==> config.mk <==
export PLATFORM = sky130hd
export DESIGN_NAME = vec_remap_xlat
export DESIGN_NICKNAME = d
export VERILOG_FILES = /design/src/rtl/vremap_pkg.sv /design/src/rtl/vremap_cfg_fsm.sv /design/src/rtl/vremap_addr_xlat.sv /design/src/rtl/vec_remap_xlat.sv
export SDC_FILE = /design/constraint.sdc
export NUM_CORES = 1
export LEC_CHECK = 0
export ABC_AREA = 1
export BUFFER_PORTS_ARGS = -buffer_cell sky130_fd_sc_hd__buf_2
export CORE_MARGIN = 5
export CORE_UTILIZATION = 36
export CTS_BUF_LIST = sky130_fd_sc_hd__clkbuf_16
export DETAILED_ROUTE_END_ITERATION = 7
export PLACE_DENSITY = 0.83
export REMOVE_ABC_BUFFERS = 1
export SLEW_MARGIN = 20
export SYNTH_ARGS = -nofsm -noshare
export SYNTH_HDL_FRONTEND = slang
export SYNTH_SLANG_ARGS = --single-unit
==> constraint.sdc <==
create_clock -name clk -period 4.4 [get_ports clk]
set_clock_uncertainty 0.05 [all_clocks]
set_input_delay 0.22 -clock clk [delete_from_list [all_inputs] [get_ports clk]]
set_output_delay 0.22 -clock clk [all_outputs]
set_load 0.1 [all_outputs]
==> src/rtl/vremap_pkg.sv <==
package vremap_pkg;
    typedef enum logic [1:0] {
        ST_DIRECT  = 2'd0,
        ST_REMAP   = 2'd1,
        ST_CLAMPED = 2'd2
    } remap_state_e;

    typedef struct packed {
        logic [4:0] seg;
        logic       sram_sel;
    } remap_cfg_t;
endpackage

==> src/rtl/vremap_cfg_fsm.sv <==
module vremap_cfg_fsm
    import vremap_pkg::*;
#(
    parameter int OFS_W        = 5,
    parameter int SRAM_SEG_MAX = 7,
    parameter int RADDR_W      = 8
) (
    input  logic               clk,
    input  logic               rst_n,
    input  logic               wr,
    input  logic [RADDR_W-1:0] waddr,
    input  logic [OFS_W:0]     wbits,
    output remap_cfg_t         cfg_q,
    output remap_state_e       state_q,
    output logic               err_q
);
    logic         hit;
    remap_cfg_t   wcfg;
    remap_state_e state_d;
    logic         bad_wr;

    assign hit    = wr && (waddr == '0);
    assign wcfg   = remap_cfg_t'(wbits);
    assign bad_wr = wcfg.sram_sel && (int'(wcfg.seg) > SRAM_SEG_MAX);

    always_comb begin
        state_d = state_q;
        if (hit) begin
            if (bad_wr)
                state_d = ST_CLAMPED;
            else if (wcfg.sram_sel || (wcfg.seg != '0))
                state_d = ST_REMAP;
            else
                state_d = ST_DIRECT;
        end
    end

    always_ff @(posedge clk or negedge rst_n) begin
        if (!rst_n) state_q <= ST_DIRECT;
        else        state_q <= state_d;
    end

    always_ff @(posedge clk or negedge rst_n) begin
        if (!rst_n) begin
            cfg_q <= '0;
            err_q <= 1'b0;
        end else if (hit) begin
            cfg_q <= wcfg;
            if (bad_wr) err_q <= 1'b1;
        end
    end

    assert_err_sticky_R6: assert property (@(posedge clk) disable iff (!rst_n)
        err_q |=> err_q);
    assert_bad_write_flags_R6: assert property (@(posedge clk) disable iff (!rst_n)
        (hit && bad_wr) |=> (err_q && state_q == ST_CLAMPED));
    assert_write_lands_R8: assert property (@(posedge clk) disable iff (!rst_n)
        hit |=> (cfg_q == $past(wcfg)));
    assert_no_stray_write_R8: assert property (@(posedge clk) disable iff (!rst_n)
        !hit |=> $stable(cfg_q));
endmodule

==> src/rtl/vremap_addr_xlat.sv <==
module vremap_addr_xlat
    import vremap_pkg::*;
#(
    parameter int          ADDR_W     = 32,
    parameter int          WIN_BYTES  = 192,
    parameter int          SEG_BYTES  = 1024,
    parameter logic [31:0] FLASH_BASE = 32'h0000_0000,
    parameter logic [31:0] SRAM_BASE  = 32'h1000_0000
) (
    input  logic [ADDR_W-1:0] a_in,
    input  remap_cfg_t        cfg,
    input  logic              remap_en,
    output logic [ADDR_W-1:0] a_out
);
    localparam int SEG_SH = $clog2(SEG_BYTES);

    logic              in_win;
    logic [ADDR_W-1:0] base;
    logic [ADDR_W-1:0] seg_ofs;

    assign in_win  = a_in < ADDR_W'(WIN_BYTES);
    assign base    = cfg.sram_sel ? ADDR_W'(SRAM_BASE) : ADDR_W'(FLASH_BASE);
    assign seg_ofs = ADDR_W'(cfg.seg) << SEG_SH;

    always_comb begin
        if (remap_en && in_win) a_out = base + seg_ofs + a_in;
        else                    a_out = a_in;
    end

    always_comb begin
        if (!in_win) assert_outside_passes_R2: assert (a_out == a_in);
    end
endmodule

==> src/rtl/vec_remap_xlat.sv <==
module vec_remap_xlat
    import vremap_pkg::*;
(
    input  logic        clk,
    input  logic        rst_n,
    input  logic        cfg_wr,
    input  logic [7:0]  cfg_addr,
    input  logic [31:0] cfg_wdata,
    output logic [31:0] cfg_rdata,
    output logic        cfg_err,
    input  logic [31:0] addr_in,
    output logic [31:0] addr_out
);
    localparam int OFS_W = 5;

    remap_cfg_t   cfg_q;
    remap_state_e state_q;
    logic         unused_wdata;

    assign unused_wdata = ^cfg_wdata[31:OFS_W+1];

    vremap_cfg_fsm #(.OFS_W(OFS_W), .SRAM_SEG_MAX(7), .RADDR_W(8)) u_cfg (
        .clk    (clk),
        .rst_n  (rst_n),
        .wr     (cfg_wr),
        .waddr  (cfg_addr),
        .wbits  (cfg_wdata[OFS_W:0]),
        .cfg_q  (cfg_q),
        .state_q(state_q),
        .err_q  (cfg_err)
    );

    vremap_addr_xlat #(.ADDR_W(32)) u_xlat (
        .a_in    (addr_in),
        .cfg     (cfg_q),
        .remap_en(state_q == ST_REMAP),
        .a_out   (addr_out)
    );

    assign cfg_rdata = {{(32-OFS_W-1){1'b0}}, cfg_q};

    assert_reserved_zero_R7: assert property (@(posedge clk) disable iff (!rst_n)
        cfg_rdata[31:6] == '0);
    assert_clamped_identity_R6: assert property (@(posedge clk) disable iff (!rst_n)
        (state_q == ST_CLAMPED) |-> (addr_out == addr_in));
    assert_sram_region_R4: assert property (@(posedge clk) disable iff (!rst_n)
        (state_q == ST_REMAP && cfg_rdata[0] && addr_in < 32'd192)
            |-> (addr_out[31:28] == 4'h1));
endmodule

==> run metrics <==
Core Area 3280 um^2; largest net degree at the start of global routing 17; vias 1,178; CP startpoint kind register; Post-CTS Setup Repair Bufs 0; worst-margin pin slew 548 ps; most instantiated library cell after synthesis nand2_1; # setup viols final 0; top cells by area, synth buf_4 (22%), dfrtp_1 (19%), nand2_1 (12%); Avg WL per Cell 10.4 um; clock sinks 9; unrepaired setup endpoints after global routing false; share of cells above drive strength 1 34.4%; crit path capture type output pin; DP Wirelength 2690 um; Non-Filler Instances 287; placed instance count 282; synthesized area 1210 um^2; H-tree Lvls 1; clock-pin slew on the worst setup and hold paths 40 ps; I/O Buffers 75; Final ANT Viol Nets 0; maximum vdd drop 225 uV; gr usage total 12.8%; Synthesis Warnings 0; Post-synth ARST share 100%; CTS tree built; WP data required 4130 ps; Die W 67.9 um; Cell Rows 21; DRT Pass-1 Iters 4; Layout Area Growth over Synthesis 23.3%; top-area cell type share of the netlist area 22.4%; #FFs+latches synth 9; CTS Root Cell clkbuf_16; most common flop cell mapped by yosys dfrtp_1; crit path time final 2530 ps; Via-to-Cell Ratio 4.10; TritonCTS Buffers 3; relative slew slack 63.4%; DRT iter0 DRCs 39; Distinct cells, synth 24; WP data arrival 2260 ps; commonest cells in the synthesized netlist nand2_1 (38), buf_4 (36), nor2_1 (24); drt total wl 2990 um; GRT Residual Overflow 0; pwr/cell area 382 nW/um^2; gpl congestion 0.810; Nets 324; Resize count post-CTS 0; number of flops mapped to enable cells by yosys 0; Setup CP Type register to output pin; Cells after Synth 187; leak pwr 0.854 nW; Final Max Tran Viols 0; setup TNS 0 ps; Boundary Pins 140; die area 4610 um^2; fin crit share 57.6%; worst-path fanout max 3; detailed-route DRC error count 0; maximum clock path buffer count 2; max frequency 395 MHz; antenna violations before repair 0; Clock Latency Late Sink 230 ps; Sw Share 55.1%; Clk pwr share 27.5%; Fin. Hold Viols 0; n_diodes 0; Syn Area/Cell 6.46 um^2; Die Y 67.9 um; first-pass GRT wire length 4600 um; part of the power in combinational logic 55.9%; largest area contributor in the netlist buf_4; Hold/Removal Path Class primary input to register; status finished, final reports clean; max cap viols 0; sw power 314 uW; starting density of the core 36.8%; sequential-to-total area share from yosys stat 18.7%; vias in the first global route 1,094; sequential share of power 16.6%; Internal Pwr Total 255 uW
-- cell usage in the layout (no fill, tap or decap), types with 2 or more instances in the layout --
cell	count
nand2_2	2
o21ai_0	6
clkbuf_16	3
nand2_1	38
nand3_1	7
dfrtp_1	9
o21bai_1	6
nand4_1	4
buf_2	75
nor2_1	24
ha_1	6
xor2_1	2
inv_1	22
conb_1	26
o21ai_2	2
-- logic make-up (layout without fill, tap and decap cells) --
kind of cell | after synthesis | count (layout) | synth area share, %
AOI/OAI and AO/OA | 16 | 16 | 8.60
xor gates and xnor gates | 3 | 3 | 2.18
adders and majority gates | 7 | 7 | 7.88
buffers and inverters | 72 | 101 | 34.2
DFF | 9 | 9 | 18.7
other | 1 | 26 | 0.311
and+or+nand+nor | 79 | 79 | 28.2
-- layer usage --
layer | track usage, % | part of all wire (%)
met2 | 20.5 | 50
met3 | 3.28 | 8.6
met4 | 3.72 | 0.97
met1 | 16.8 | 41
met5 | 0 | 0
-- worst max-delay path, stage by stage (launching register included) --
cell	delay (ps)
dfrtp_1	390
ha_1	230
fa_1	410
nand2_1	90
nand2_1	70
nand3_1	70
nand2_1	80
nand3_1	70
nand2_1	50
o21bai_1	120
buf_2	450
-- layout make-up --
| class | count | area, um^2 |
|---|---|---|
| Clock buffer | 3 | 75.1 |
| Clock inverter | 1 | 3.75 |
| Fill cell | 362 | 1800 |
| Inverter | 21 | 78.8 |
| Multi-Input combinational cell | 131 | 663 |
| Sequential cell | 9 | 225 |
| Tap cell | 46 | 57.6 |
| Timing Repair Buffer | 76 | 385 |
-- power by group through the flow --
stage	logic, mW	clock network (mW)	registers [mW]
finish	0.318	0.156	0.0944
global route	0.336	0.167	0.0956
floorplan	0.168	0	0.128
detailed placement	0.318	0	0.0959
CTS	0.319	0.160	0.0948
global placement	0.315	0	0.0956
-- state kept, by name, indices dropped and copies added (netlist names) --
name           cells
u_cfg.err_q        1
u_cfg.cfg_q        6
u_cfg.state_q      2
-- stage by stage --
| step | setup slack (ps) | hold WS [ps] | total power [mW] | area [um^2] | utilization (%) |
|---|---|---|---|---|---|
| after floorplan | 801 | -126 | 0.296 | 967 | - |
| after global placement | 2110 | 28.4 | 0.411 | 1400 | 42.6 |
| after detailed placement | 2100 | 31.2 | 0.414 | 1400 | 42.6 |
| after CTS | 1840 | 155 | 0.573 | 1490 | 45.3 |
| after global routing | 1650 | 160 | 0.598 | 1490 | 45.3 |
| final | 1870 | 156 | 0.569 | 1490 | 45.3 |
-- worst paths after layout --
path                                  end  depth (start not counted)  slack (ps)           start
setup / recovery             addr_out[28]                         10        1870  u_cfg.cfg_q[1]
hold / removal             u_cfg.cfg_q[4]                          3         160    cfg_wdata[4]
setup reg to reg           u_cfg.cfg_q[2]                          2        3650  u_cfg.cfg_q[2]
hold reg to reg               u_cfg.err_q                          2         430     u_cfg.err_q
max in group asynchronous  u_cfg.cfg_q[1]                          2        3800           rst_n
min in group asynchronous     u_cfg.err_q                          2         320           rst_n
-- what timing repair did --
action	CTS	global route
setup endpoints to repair	0	0
hold buffers	1	0
hold endpoints to repair	9	0
No activity file was read; power rests on OpenSTA's default activity.
